===== src/rtl/fadd_pkg.sv =====
package fadd_pkg;

  typedef enum logic [1:0] {
    PG_WB     = 2'b00,
    PG_UCX    = 2'b01,
    PG_POISON = 2'b10,
    PG_OTHER  = 2'b11
  } page_kind_e;

  typedef enum logic [2:0] {
    FLT_NONE      = 3'd0,
    FLT_UNALIGNED = 3'd1,
    FLT_POISON    = 3'd2,
    FLT_UNSUP     = 3'd3,
    FLT_ACCESS    = 3'd4
  } fault_e;

  localparam int unsigned WORD_W  = 64;
  localparam int unsigned HALF_W  = WORD_W / 2;
  localparam int unsigned LANES   = WORD_W / 8;

  // Increment codes, ascending: -16, -8, -4, -1, +1, +4, +8, +16
  function automatic logic [WORD_W-1:0] inc_value(input logic [2:0] code);
    logic signed [5:0] v;
    case (code)
      3'd0:    v = -6'sd16;
      3'd1:    v = -6'sd8;
      3'd2:    v = -6'sd4;
      3'd3:    v = -6'sd1;
      3'd4:    v = 6'sd1;
      3'd5:    v = 6'sd4;
      3'd6:    v = 6'sd8;
      default: v = 6'sd16;
    endcase
    return {{(WORD_W-6){v[5]}}, v};
  endfunction

endpackage


===== src/rtl/fadd_check.sv =====
module fadd_check
  import fadd_pkg::*;
(
  input  logic [2:0] addr_lo,
  input  logic       wide,
  input  logic [1:0] page,
  input  logic       can_rd,
  input  logic       can_wr,
  input  logic       export_en,
  output fault_e     fault,
  output logic       exported
);

  logic       misaligned;
  page_kind_e kind;

  assign kind       = page_kind_e'(page);
  assign misaligned = wide ? (|addr_lo) : (|addr_lo[1:0]);

  // Fixed priority: alignment, poison, attribute, permission
  always_comb begin
    exported = 1'b0;
    if (misaligned)
      fault = FLT_UNALIGNED;
    else if (kind == PG_POISON)
      fault = FLT_POISON;
    else if (kind == PG_OTHER || (kind == PG_UCX && !export_en))
      fault = FLT_UNSUP;
    else if (!(can_rd && can_wr))
      fault = FLT_ACCESS;
    else begin
      fault    = FLT_NONE;
      exported = (kind == PG_UCX);
    end
  end

endmodule


===== src/rtl/fadd_alu.sv =====
module fadd_alu
  import fadd_pkg::*;
(
  input  logic [WORD_W-1:0] rd_word,
  input  logic              wide,
  input  logic              off_hi,
  input  logic [2:0]        inc_code,
  output logic [WORD_W-1:0] old_ext,
  output logic [WORD_W-1:0] wdata,
  output logic [LANES-1:0]  wstrb
);

  localparam int unsigned HALVES     = 2;
  localparam int unsigned LANES_HALF = LANES / HALVES;

  logic [HALF_W-1:0] half_sel;
  logic [WORD_W-1:0] sum;

  assign half_sel = off_hi ? rd_word[WORD_W-1:HALF_W] : rd_word[HALF_W-1:0];
  assign old_ext  = wide ? rd_word : {{HALF_W{1'b0}}, half_sel};
  assign sum      = old_ext + inc_value(inc_code);

  // Each half lane: full sum slice when wide, low half of sum replicated otherwise
  for (genvar h = 0; h < HALVES; h++) begin : g_half
    assign wdata[h*HALF_W +: HALF_W] = wide ? sum[h*HALF_W +: HALF_W] : sum[HALF_W-1:0];
    assign wstrb[h*LANES_HALF +: LANES_HALF] =
      (wide || (off_hi == (h == 1))) ? {LANES_HALF{1'b1}} : {LANES_HALF{1'b0}};
  end

endmodule


===== src/rtl/fadd_ctrl.sv =====
module fadd_ctrl (
  input  logic clk,
  input  logic rst_n,
  input  logic req_valid,
  input  logic fault_bad,
  input  logic mem_ready,
  input  logic mem_rvalid,
  input  logic rsp_ready,
  output logic req_ready,
  output logic accept,
  output logic capture,
  output logic mem_valid,
  output logic mem_we,
  output logic mem_lock,
  output logic rsp_valid
);

  typedef enum logic [2:0] {S_IDLE, S_RD, S_RWAIT, S_WR, S_RESP} state_e;
  state_e state, state_nx;

  assign req_ready = (state == S_IDLE);
  assign accept    = req_valid && req_ready;
  assign capture   = (state == S_RWAIT) && mem_rvalid;
  assign mem_valid = (state == S_RD) || (state == S_WR);
  assign mem_we    = (state == S_WR);
  assign mem_lock  = (state == S_RD) || (state == S_RWAIT) || (state == S_WR);
  assign rsp_valid = (state == S_RESP);

  always_comb begin
    state_nx = state;
    case (state)
      S_IDLE:  if (req_valid) state_nx = fault_bad ? S_RESP : S_RD;
      S_RD:    if (mem_ready) state_nx = S_RWAIT;
      S_RWAIT: if (mem_rvalid) state_nx = S_WR;
      S_WR:    if (mem_ready) state_nx = S_RESP;
      S_RESP:  if (rsp_ready) state_nx = S_IDLE;
      default: state_nx = S_IDLE;
    endcase
  end

  always_ff @(posedge clk or negedge rst_n) begin
    if (!rst_n) state <= S_IDLE;
    else        state <= state_nx;
  end

  p_mem_locked_r8: assert property (@(posedge clk) disable iff (!rst_n)
    mem_valid |-> mem_lock);
  p_lock_starts_read_r8: assert property (@(posedge clk) disable iff (!rst_n)
    $rose(mem_lock) |-> (mem_valid && !mem_we));
  p_unlock_after_write_r8: assert property (@(posedge clk) disable iff (!rst_n)
    $fell(mem_lock) |-> $past(mem_valid && mem_we && mem_ready));
  p_busy_blocks_r8: assert property (@(posedge clk) disable iff (!rst_n)
    mem_lock |-> !req_ready);
  p_fault_skips_mem_r7: assert property (@(posedge clk) disable iff (!rst_n)
    (accept && fault_bad) |=> (rsp_valid && !mem_lock));

endmodule


===== src/rtl/fadd_unit.sv =====
module fadd_unit
  import fadd_pkg::*;
#(
  parameter int unsigned ADDR_W = 16
) (
  input  logic                clk,
  input  logic                rst_n,
  input  logic                cfg_export_en,
  input  logic                cfg_align_chk,
  input  logic                req_valid,
  output logic                req_ready,
  input  logic [ADDR_W-1:0]   req_addr,
  input  logic                req_wide,
  input  logic [2:0]          req_inc,
  input  logic [1:0]          req_page,
  input  logic                req_can_read,
  input  logic                req_can_write,
  input  logic [1:0]          req_hint,
  output logic                rsp_valid,
  input  logic                rsp_ready,
  output logic [63:0]         rsp_old,
  output logic [2:0]          rsp_fault,
  output logic                rsp_exported,
  output logic                rsp_defer,
  output logic                mem_valid,
  input  logic                mem_ready,
  output logic                mem_we,
  output logic [ADDR_W-4:0]   mem_addr,
  output logic [63:0]         mem_wdata,
  output logic [7:0]          mem_wstrb,
  input  logic [63:0]         mem_rdata,
  input  logic                mem_rvalid,
  output logic                mem_lock
);

  localparam int unsigned WADDR_W = ADDR_W - 3;

  fault_e             fault_now, fault_q;
  logic               exp_now, exp_q;
  logic               accept, capture;
  logic [ADDR_W-1:0]  addr_q;
  logic               wide_q;
  logic [2:0]         inc_q;
  logic [WORD_W-1:0]  rd_q;

  // Hint and alignment-check enable deliberately have no effect
  logic unused_inputs;
  assign unused_inputs = ^{req_hint, cfg_align_chk};

  fadd_check u_check (
    .addr_lo   (req_addr[2:0]),
    .wide      (req_wide),
    .page      (req_page),
    .can_rd    (req_can_read),
    .can_wr    (req_can_write),
    .export_en (cfg_export_en),
    .fault     (fault_now),
    .exported  (exp_now)
  );

  fadd_ctrl u_ctrl (
    .clk        (clk),
    .rst_n      (rst_n),
    .req_valid  (req_valid),
    .fault_bad  (fault_now != FLT_NONE),
    .mem_ready  (mem_ready),
    .mem_rvalid (mem_rvalid),
    .rsp_ready  (rsp_ready),
    .req_ready  (req_ready),
    .accept     (accept),
    .capture    (capture),
    .mem_valid  (mem_valid),
    .mem_we     (mem_we),
    .mem_lock   (mem_lock),
    .rsp_valid  (rsp_valid)
  );

  always_ff @(posedge clk or negedge rst_n) begin
    if (!rst_n) begin
      addr_q  <= '0;
      wide_q  <= 1'b0;
      inc_q   <= '0;
      fault_q <= FLT_NONE;
      exp_q   <= 1'b0;
      rd_q    <= '0;
    end else if (accept) begin
      addr_q  <= req_addr;
      wide_q  <= req_wide;
      inc_q   <= req_inc;
      fault_q <= fault_now;
      exp_q   <= exp_now;
      rd_q    <= '0;
    end else if (capture) begin
      rd_q    <= mem_rdata;
    end
  end

  fadd_alu u_alu (
    .rd_word  (rd_q),
    .wide     (wide_q),
    .off_hi   (addr_q[2]),
    .inc_code (inc_q),
    .old_ext  (rsp_old),
    .wdata    (mem_wdata),
    .wstrb    (mem_wstrb)
  );

  assign mem_addr     = addr_q[ADDR_W-1:3];
  assign rsp_fault    = fault_q;
  assign rsp_exported = exp_q;
  assign rsp_defer    = 1'b0;

  p_rsp_hold_r9: assert property (@(posedge clk) disable iff (!rst_n)
    (rsp_valid && !rsp_ready) |=> (rsp_valid && $stable(rsp_old) &&
                                   $stable(rsp_fault) && $stable(rsp_exported)));
  p_fault_no_data_r7: assert property (@(posedge clk) disable iff (!rst_n)
    (rsp_valid && rsp_fault != 3'd0) |-> (rsp_old == 64'd0 && !rsp_exported));
  p_word_addr_r8: assert property (@(posedge clk) disable iff (!rst_n)
    (mem_valid && mem_we) |-> (mem_addr == addr_q[ADDR_W-1:3]) && $stable(mem_addr));
  p_half_strobe_r2: assert property (@(posedge clk) disable iff (!rst_n)
    (mem_valid && mem_we) |-> ($countones(mem_wstrb) == (wide_q ? 8 : 4)));

endmodule


===== config.mk =====
export PLATFORM = sky130hd
export DESIGN_NAME = fadd_unit
export DESIGN_NICKNAME = d
export VERILOG_FILES = /design/src/rtl/fadd_pkg.sv /design/src/rtl/fadd_check.sv /design/src/rtl/fadd_alu.sv /design/src/rtl/fadd_ctrl.sv /design/src/rtl/fadd_unit.sv
export SDC_FILE = /design/constraint.sdc
export NUM_CORES = 1
export LEC_CHECK = 0
export CAP_MARGIN = 15
export CORE_ASPECT_RATIO = 1.2
export CORE_MARGIN = 2
export CORE_UTILIZATION = 44
export DETAILED_ROUTE_END_ITERATION = 6
export PLACE_DENSITY = 0.79
export SETUP_SLACK_MARGIN = 0.1
export SLEW_MARGIN = 10
export SYNTH_ARGS = -nofsm -noshare
export SYNTH_HDL_FRONTEND = slang
export SYNTH_SLANG_ARGS = --single-unit

===== constraint.sdc =====
create_clock -name clk -period 5.05 [get_ports clk]
set_input_delay 0.505 -clock clk [delete_from_list [all_inputs] [get_ports clk]]
set_output_delay 0.505 -clock clk [all_outputs]
set_load 0.02 [all_outputs]

==> flow_summary.yaml, run 1 <==
run_status:
  status: "complete, no violations"
routing:
  drt_iter0_drc: 584
  drc_errors: 0
  via_per_inst: 5.60
  antenna_left: 0
  drtPass1Iterations: 6
  post_drt_wl_per_cell_um: 18.8
  vias: 9114
  wirelength_mm: 30.5
cells_and_area:
  nets: 1522
  utilization: 0.650
  antenna_cells: 0
  synthToLayoutAreaGrowth_pct: 44.0
  drive_gt1_frac: 0.180
clock_network:
  insertion_delay_ns: 0.35
  cts_root_buf: "clkbuf_16"
  htree_levels: 3
  cts-hold-fix-buffers: 0
  cts_buffers: 9
  cts.path.max_buffers: 2
  path_clk_slew_ns: 0.07
  tritoncts: "yes"
  clock-sinks: 89
grt:
  grt_antenna_before_repair: 0
  grt_pass1_wl_mm: 46.0
  track_usage: 0.282
  grt_pass1_vias: 8882
  grt.overflow.total: 0
  grt_max_degree: 91
sta:
  setup_viol: 0
  min_period_ns: 4.94
  hold_ws_ns: 0.146
  finalHoldViolCount: 0
  fin_crit_sh: 0.978
  slew_violations: 0
  slew_headroom: 0.334
  clock.fmax_ghz: 0.202
  finClkSkew_ns: 0.0133
  worst_pin_slew_ns: 0.999
  rsz0062_at_grt: "true"
  fin_ws_ns: 0.110
setup_path:
  end_kind: "output port"
  ff2ff_setup_slack_ns: 2.79
  path_max_fanout: 16
  worstPathArrival_ns: 4.44
  r2r_cells: 4
  start_kind: "flip-flop"
  crit_type: "reg -> out"
  crit_required_ns: 4.55
synth:
  synth-edff-count: 0
  synthSimpleGateAreaFrac: 0.207
  synth_top_area_cell: "dfrtp_1"
  synth.cell_area_sq_um: 8540
  ys_seq_area_frac: 0.261
  ys_warn_count: 0
  synth_area_leaders: "dfrtp_1 (26%), nand2_1 (9.3%), mux2_2 (9.0%), ha_1 (8.2%), o21ai_0 (6.2%)"
  avgSynthCellArea_sq_um: 7.82
  synth-xor-area-share: 0.0656
  synth_top_family_by_area: "compound AO/OA/AOI/OAI gates"
  async_flop_share: 1.00
  yosysTopAreaCellShare: 0.261
  ys_ff_latch: 89
  syn-num-nets: 1247
  synth_mux_area_frac: 0.0932
  synth_ff_type: "dfrtp_1"
  postSynthCellCount: 1092
  yosysUniqueCellTypes: 67
  synthAdderAreaFrac: 0.107
  synth_compound_area_frac: 0.219
placed_design:
  dp_slack_ns: -0.0375
  io_buffers: 252
  dp_hpwl_mm: 23.9
  gp_congestion: 0.972
die:
  floorplan.initialDensity: 0.451
  core.rowCount: 55
  die_area_sq_um: 20500
  die_h_um: 157
  dieWidth_um: 131
  pin_count: 257
  core_area_sq_um: 18900
power_and_ir_drop:
  leakagePower_nw: 5.47
  clkPwrFrac: 0.121
  powerDensity_nw_per_um2: 450
  internal-power_mw: 2.85
  total_power_mw: 5.53
  seqPwrFrac: 0.159
  swShare: 0.484
  max-vdd-ir-drop_uv: 357
  combPwrFrac: 0.720
  p_switching_mw: 2.68
job:
  drv_cap: 0
min_path:
  min_path_type: "in -> async"
## repair_timing
| action | CTS | global route |
|---|---|---|
| buffers inserted | 4 | 9 |
| gates cloned | 0 | 1 |
| pin swaps | 6 | 13 |
| gates resized for setup | 63 | 72 |
| setup endpoints to repair | 28 | 32 |
## flip-flops by register name (all words and copies together) (netlist names)
name          flops
addr_q           14
inc_q             3
rd_q             64
rsp_exported      1
rsp_fault         3
u_ctrl.state      3
wide_q            1
## critical path, cell delays in order (launching register included)
cell and delay [ns]:
dfrtp_2 0.44, nor2b_4 0.14, buf_12 0.13, buf_12 0.15
mux2_2 0.36, ha_1 0.35, buf_4 0.17, a211oi_2 0.08
a2bb2oi_1 0.14, o21a_1 0.20, maj3_2 0.36, a2111oi_4 0.44
buf_4 0.20, o31ai_4 0.07, a2111oi_4 0.38, o21ai_1 0.12
o311ai_1 0.11, buf_2 0.23
## cell type report
cell class | instances | area (sq um)
repair buffers | 333 | 3140
flip-flops and latches | 89 | 2230
clock inverters | 7 | 65.1
multi-input cells | 903 | 6200
well taps | 256 | 320
clock buffers | 9 | 225
inverters | 31 | 116
fillers | 1632 | 6630
## path summary, 6_finish.rpt
kind	to	from
max reg2reg	rsp_exported$_DFFE_PN0P_	u_ctrl.state[1]$_DFFE_PN0P_
min in group clk	addr_q[7]$_DFFE_PN0P_	addr_q[7]$_DFFE_PN0P_
min	addr_q[3]$_DFFE_PN0P_	rst_n
min reg2reg	addr_q[7]$_DFFE_PN0P_	addr_q[7]$_DFFE_PN0P_
max	mem_wdata[61]	wide_q$_DFFE_PN0P_
max in group asynchronous	wide_q$_DFFE_PN0P_	rst_n
## Yosys cell counts (7+ instances only)
| cell type | number |
|---|---|
| a31oi_1 | 9 |
| inv_1 | 31 |
| nor3_1 | 12 |
| o211ai_1 | 12 |
| nand4_1 | 17 |
| a211oi_1 | 7 |
| clkbuf_1 | 56 |
| dfrtp_1 | 89 |
| xnor2_1 | 37 |
| mux2_2 | 68 |
| nor2b_1 | 7 |
| and3_1 | 10 |
| and2_1 | 31 |
| nand3_1 | 23 |
| xor2_1 | 27 |
| nor2_1 | 54 |
| a21oi_1 | 77 |
| buf_4 | 7 |
| o21bai_1 | 8 |
| o21ai_0 | 105 |
| ha_1 | 56 |
| o31ai_1 | 10 |
| maj3_1 | 18 |
| a21o_1 | 23 |
| nand2_1 | 211 |
| o21a_1 | 11 |
## logic make-up (layout without fill, tap and decap cells)
logic type      count (synthesis)  after routing
other cells                     1              1
buf+inv                       100            380
simple gates                  391            391
flops                          89             89
compound gates                300            300
fa+ha+maj                      76             76
xor+xnor                       64             64
mux                            71             71
## metrics by stage
stage | area (sq um) | TNS, ns | cells
6_report | 12300 | 0 | 1628
5_1_grt | 12300 | -0.192 | 1628
4_1_cts | 12100 | 0 | 1618
3_3_place_gp | 11700 | -0.0388 | 1598
3_5_place_dp | 11700 | -0.0375 | 1598
2_1_floorplan | 8560 | 0 | 1092
## cell usage in the layout (no fill, tap or decap), types with 7 or more instances in the layout
cell type	instances
clkbuf_2	9
o21ai_1	10
nor2_1	52
xor2_1	26
buf_4	77
o31ai_1	7
and2_1	31
o211ai_1	12
xnor2_1	36
and3_1	10
nand2_1	210
nand4_1	17
clkdlybuf4s50_1	223
o21a_1	11
a21o_1	23
inv_1	30
dlygate4sd2_1	8
maj3_1	18
o21ai_0	94
o21bai_1	8
ha_1	49
clkbuf_16	10
a21oi_1	65
a21oi_2	13
nor3_1	8
mux2_2	68
dfrtp_1	88
nand3_1	22
## power groups by stage
stage	combinational (mW)	clock, mW	sequential (mW)
global route	4.23	0.703	0.889
CTS	3.86	0.683	0.879
finish	3.98	0.667	0.881
global placement	3.87	0	0.886
detailed placement	3.89	0	0.892
floorplan	2.20	0	0.928
## per-layer routing
metal | GRT usage | wire [um]
met5 | 0 | 0
met1 | 0.341 | 12500
met3 | 0.0564 | 1950
met2 | 0.497 | 15100
met4 | 0.110 | 965
No activity file was read; power rests on OpenSTA's default activity.
==> inputs of run 2 (changes only) <==
Settings changed: CORE_UTILIZATION 44 to 45, CTS_BUF_LIST set to sky130_fd_sc_hd__clkbuf_4 sky130_fd_sc_hd__clkbuf_8, PLACE_DENSITY 0.79 to 0.8.
==> run 2 against run 1 <==
Clock-buffer cell count grew 3. Clock power shrank 32%. Wire length is essentially flat. Cell area grew 0.81%. Non-clock buffer count grew 16.
==> flow_summary.yaml, run 2 (synthesis gave the netlist of run 1 again) <==
sta:
  clock.fmax_ghz: 0.202
  rsz0062_at_grt: "true"
  fin_crit_sh: 0.979
  slew_headroom: 0.281
  worst_pin_slew_ns: 1.08
  finalHoldViolCount: 0
  setup_viol: 0
  slew_violations: 0
  fin_ws_ns: 0.108
  finClkSkew_ns: 0.00700
  min_period_ns: 4.94
die:
  die_h_um: 155
  pin_count: 257
  dieWidth_um: 130
  core_area_sq_um: 18700
  floorplan.initialDensity: 0.456
  core.rowCount: 55
  die_area_sq_um: 20100
clock_network:
  cts-hold-fix-buffers: 0
  path_clk_slew_ns: 0.09
  clock-sinks: 89
  htree_levels: 3
  cts_root_buf: "clkbuf_8"
  cts.path.max_buffers: 2
  insertion_delay_ns: 0.36
  cts_buffers: 9
  tritoncts: "yes"
setup_path:
  crit_family: "compound AO/OA/AOI/OAI gates"
  path_max_fanout: 7
  path_common_cell: "buf_12"
  crit_type: "reg -> out"
  max_stage_delay_ns: 0.42
  ff2ff_setup_slack_ns: 2.87
  start_kind: "flip-flop"
  crit_buf_inv: 6
  cp_cell_sequence: "nor2b_4 -> buf_12 -> buf_12 -> buf_12 -> mux2_4 -> ha_4 -> a21o_1 -> a211oi_2 -> a2bb2oi_2 -> o21a_1 -> maj3_2 -> a2111oi_4 -> buf_4 -> o31ai_4 -> buf_4 -> a2111oi_4 -> o21ai_1 -> o311ai_1 -> buf_2"
  cp_slowest_cell: "a2111oi_4"
  crit_required_ns: 4.55
  worstPathArrival_ns: 4.44
  end_kind: "output port"
cells_and_area:
  top_regs: "rd_q (64), addr_q (14)"
  regMostFlops: "rd_q"
  regArea_sq_um: 2230
  largest_register_ffs: 64
  fillers: 1618
  synthToLayoutAreaGrowth_pct: 45.2
  mostFrequentLayoutCells: "clkdlybuf4s50_1 (221), nand2_1 (210), o21ai_0 (95), buf_4 (90), dfrtp_1 (87)"
  multi_input_area_sq_um: 6280
  drive_gt1_frac: 0.192
  mostFrequentLayoutCell: "clkdlybuf4s50_1"
  nets: 1538
grt:
  grt_pass1_wl_mm: 45.7
  grt_antenna_before_repair: 1
  track_usage: 0.290
  grt_max_degree: 129
  grt.overflow.total: 0
  grt_pass1_vias: 8901
placed_design:
  gp_congestion: 0.949
  dp_slack_ns: 0.0387
  io_buffers: 252
  dp_hpwl_mm: 23.9
min_path:
  min_path_type: "in -> async"
power_and_ir_drop:
  combPwrFrac: 0.754
  clkPwrFrac: 0.084
  powerDensity_nw_per_um2: 438
  seqPwrFrac: 0.162
  total_power_mw: 5.43
  p_switching_mw: 2.65
  max-vdd-ir-drop_uv: 363
  internal-power_mw: 2.78
  leakagePower_nw: 5.47
  swShare: 0.488
routing:
  drt_iter0_drc: 597
  via_per_inst: 5.65
  drc_errors: 0
  post_drt_wl_per_cell_um: 18.6
  drtPass1Iterations: 5
  antenna_left: 0
  vias: 9284
  wirelength_mm: 30.5
job:
  drv_cap: 0
run_status:
  status: "complete, no violations"
==> run 2: repair_timing <==
action | in CTS | in global routing
pin swaps | 9 | 26
cloned | 0 | 2
endpoints found under the setup margin | 26 | 36
buffers inserted | 8 | 9
resized for setup | 68 | 67
==> run 2: cell type report <==
cell class                      count  share of cell area
Clock buffer                       12              0.0123
Timing Repair Buffer              349               0.264
Tap cell                          256              0.0258
Multi-Input combinational cell    903               0.506
Inverter                           31             0.00959
Antenna cell                        1            0.000202
Sequential cell                    89               0.180
Clock inverter                      3             0.00141
==> run 2: worst register-to-register path, cell delays in order, from the launching register on <==
cell	delay, ns
dfrtp_1	0.49
nor3_1	0.31
nand2_2	0.42
buf_4	0.40
nor4_1	0.33
a22o_1	0.17
==> run 2: through the flow <==
stage | instances | TNS, ns | hold WS [ns] | area, sq um | utilization
global route | 1644 | -0.104 | 0.0366 | 12400 | 0.662
global placement | 1609 | 0 | 0.426 | 11700 | 0.627
detailed placement | 1609 | 0 | 0.428 | 11700 | 0.627
finish | 1644 | 0 | 0.0263 | 12400 | 0.662
CTS | 1632 | 0 | 0.0316 | 12100 | 0.646
floorplan | 1092 | 0 | 0.209 | 8560 | -
==> run 2: per-layer routing <==
layer  share of wire  global-route usage  vias up
met1            0.40               0.363     4358
met2            0.49               0.491      405
met4           0.041               0.120        0
met5               0                   0        -
met3           0.069              0.0506       77
li1                -                   -     4444
==> run 2: path summary, 6_finish.rpt <==
kind | start | endpoint | cells after the start
min reg2reg | rsp_fault[1]$_DFFE_PN0P_ | rsp_fault[1]$_DFFE_PN0P_ | 2
max | addr_q[2]$_DFFE_PN0P_ | mem_wdata[61] | 19
max reg2reg | u_ctrl.state[2]$_DFFE_PN0P_ | rsp_exported$_DFFE_PN0P_ | 5
min | rst_n | u_ctrl.state[2]$_DFFE_PN0P_ | 1
min in group clk | rsp_fault[1]$_DFFE_PN0P_ | rsp_fault[1]$_DFFE_PN0P_ | 2
max in group asynchronous | rst_n | rd_q[59]$_DFFE_PN0P_ | 2
==> run 2: power groups by stage <==
| stage | Clock, mW | Combinational [mW] | Sequential (mW) |
|---|---|---|---|
| final | 0.456 | 4.09 | 0.880 |
| after global routing | 0.489 | 4.35 | 0.891 |
| after CTS | 0.459 | 3.92 | 0.879 |
| after detailed placement | 0 | 3.94 | 0.891 |
| after global placement | 0 | 3.91 | 0.883 |
| after floorplan | 0 | 2.20 | 0.928 |
==> inputs of run 3 (changes only) <==
Settings changed: CORE_ASPECT_RATIO 1.2 to 1.25, GPL_TIMING_DRIVEN set to 0.
==> run 3 against run 2 <==
The run now ends with negative setup slack left. First-iteration DRC count rose by 66%. Non-clock buffer count increased by 52. Flip-flop and latch count is the same. Maximum frequency fell by 3.6%.
==> flow_summary.yaml, run 3 (synthesis gave the netlist of run 1 again) <==
run_status:
  status: "complete, but fails checks"
  violations: "negative setup slack"
routing:
  via_per_inst: 6.22
  drtPass1Iterations: 5
  vias: 10398
  drt_iter0_drc: 989
  wirelength_mm: 37.5
  drc_errors: 0
  post_drt_wl_per_cell_um: 22.4
  antenna_left: 0
sta:
  fin_ws_ns: -0.0747
  setup_viol: 10
  slew_violations: 0
  clock.fmax_ghz: 0.195
  slew_headroom: 0.402
  fin_crit_sh: 1.01
  finClkSkew_ns: 0.0105
  worst_pin_slew_ns: 0.898
  min_period_ns: 5.12
  hold_ws_ns: 0.0202
  finalHoldViolCount: 0
  rsz0062_at_grt: "true"
power_and_ir_drop:
  max-vdd-ir-drop_uv: 319
  powerDensity_nw_per_um2: 453
  leakagePower_nw: 5.72
die:
  dieWidth_um: 127
  core.rowCount: 56
  pin_count: 257
  die_area_sq_um: 20100
  core_area_sq_um: 18700
  floorplan.initialDensity: 0.457
  die_h_um: 158
clock_network:
  tritoncts: "yes"
  cts-hold-fix-buffers: 0
  cts.path.max_buffers: 2
  path_clk_slew_ns: 0.09
  insertion_delay_ns: 0.38
  clock-sinks: 89
  htree_levels: 3
  cts_root_buf: "clkbuf_8"
  cts_buffers: 9
cells_and_area:
  fin_cells: 1673
  mostFrequentLayoutCell: "clkdlybuf4s50_1"
  regMostFlops: "rd_q"
  top_regs: "rd_q (64), addr_q (14)"
  regArea_sq_um: 2230
  finalInstanceArea_sq_um: 13400
  drive_gt1_frac: 0.242
  largest_register_ffs: 64
  mostFrequentLayoutCells: "clkdlybuf4s50_1 (216), nand2_1 (206), buf_4 (93), dfrtp_1 (88), o21ai_0 (85)"
  multi_input_area_sq_um: 6940
  nets: 1590
  synthToLayoutAreaGrowth_pct: 56.5
  fillers: 1353
setup_path:
  end_kind: "output port"
  path_max_fanout: 7
  crit_required_ns: 4.55
  cp_cell_sequence: "buf_6 -> nor2b_4 -> clkbuf_16 -> clkbuf_16 -> mux2_4 -> buf_4 -> fa_2 -> a21oi_4 -> nor2_2 -> o21ai_2 -> buf_4 -> a31oi_4 -> buf_4 -> a21o_1 -> a221o_1 -> a21oi_2 -> xnor2_2 -> nand2_1 -> o311ai_1 -> buf_2"
  path_common_cell: "buf_4"
  worstPathArrival_ns: 4.62
  cp_slowest_cell: "dfrtp_1"
  start_kind: "flip-flop"
  crit_type: "reg -> out"
  ff2ff_setup_slack_ns: 2.26
  max_stage_delay_ns: 0.46
placed_design:
  dp_slack_ns: -1.85
  gp_congestion: 0.968
  dpl-instance-area_sq_um: 11400
  io_buffers: 252
  dp_hpwl_mm: 26.3
  dp_cells: 1577
min_path:
  min_path_type: "in -> async"
job:
  drv_cap: 0
grt:
  grt_antenna_before_repair: 1
  track_usage: 0.334
  grt_max_degree: 67
  grt.overflow.total: 0
  grt_pass1_wl_mm: 52.5
  grt_pass1_vias: 9900
run 3: cell types whose count changed in the layout (fill, tap and decap cells not counted), sizes merged, moves of 2 or more:
cell,previous run,this run
inv,31,33
clkdlybuf4s15,0,2
clkinv,2,4
buf,100,114
clkdlybuf4s50,221,216
clkbuf,25,65
run 3: layout make-up:
class,instances,share of cell area
clock inverters,7,0.00393
well taps,232,0.0217
plain buffers,65,0.0346
repair buffers,336,0.236
inverters,31,0.00871
flip-flops and latches,89,0.167
clock buffers,9,0.00927
diodes,1,0.000187
multi-input cells,903,0.519
run 3: final timing paths:
path	from	to	cells after the start
setup / recovery	wide_q$_DFFE_PN0P_	mem_wdata[56]	20
hold / removal	rst_n	u_ctrl.state[0]$_DFFE_PN0P_	1
setup reg to reg	u_ctrl.state[1]$_DFFE_PN0P_	rd_q[46]$_DFFE_PN0P_	8
hold reg to reg	rsp_fault[1]$_DFFE_PN0P_	rsp_fault[1]$_DFFE_PN0P_	2
max in group asynchronous	rst_n	inc_q[2]$_DFFE_PN0P_	2
min in group clk	rsp_fault[1]$_DFFE_PN0P_	rsp_fault[1]$_DFFE_PN0P_	2
run 3: what timing repair did:
item,in CTS,in global routing
setup endpoints to repair,63,41
hold endpoints to repair,0,0
gates cloned,2,2
pin swaps,60,70
buffers inserted,41,38
gates resized for setup,267,102
run 3: power by group:
group          total (mW)  switching, mW  leakage [nW]  internal (mW)
sequential          0.876         0.0759          1.20          0.800
combinational        4.71           2.68          4.44           2.04
clock               0.463          0.280        0.0900          0.182
run 3: metal layers:
layer | up-vias | global-route usage | wire, um
li1 | 4554 | - | -
met5 | - | 0 | 0
met1 | 4866 | 0.376 | 12900
met4 | 0 | 0.194 | 2820
met3 | 233 | 0.0666 | 3580
met2 | 745 | 0.589 | 18200
run 3: worst max-delay path, delay by kind of cell (launching register included):
kind | cells | cell delay, ns
AOI/OAI and AO/OA | 7 | 1.28
xor gates and xnor gates | 1 | 0.19
adders and majority gates | 1 | 0.42
buffers and inverters | 7 | 1.24
DFF | 1 | 0.46
muxes | 1 | 0.33
and+or+nand+nor | 3 | 0.32
run 3: stage by stage:
step / utilization / setup TNS (ns) / power (mW)
2_1_floorplan: - / 0 / 3.13
3_3_place_gp: 0.608 / -53.12 / 4.66
3_5_place_dp: 0.609 / -54.05 / 4.69
4_1_cts: 0.683 / 0 / 5.60
5_1_grt: 0.714 / -0.814 / 6.30
6_report: 0.714 / -0.359 / 6.05
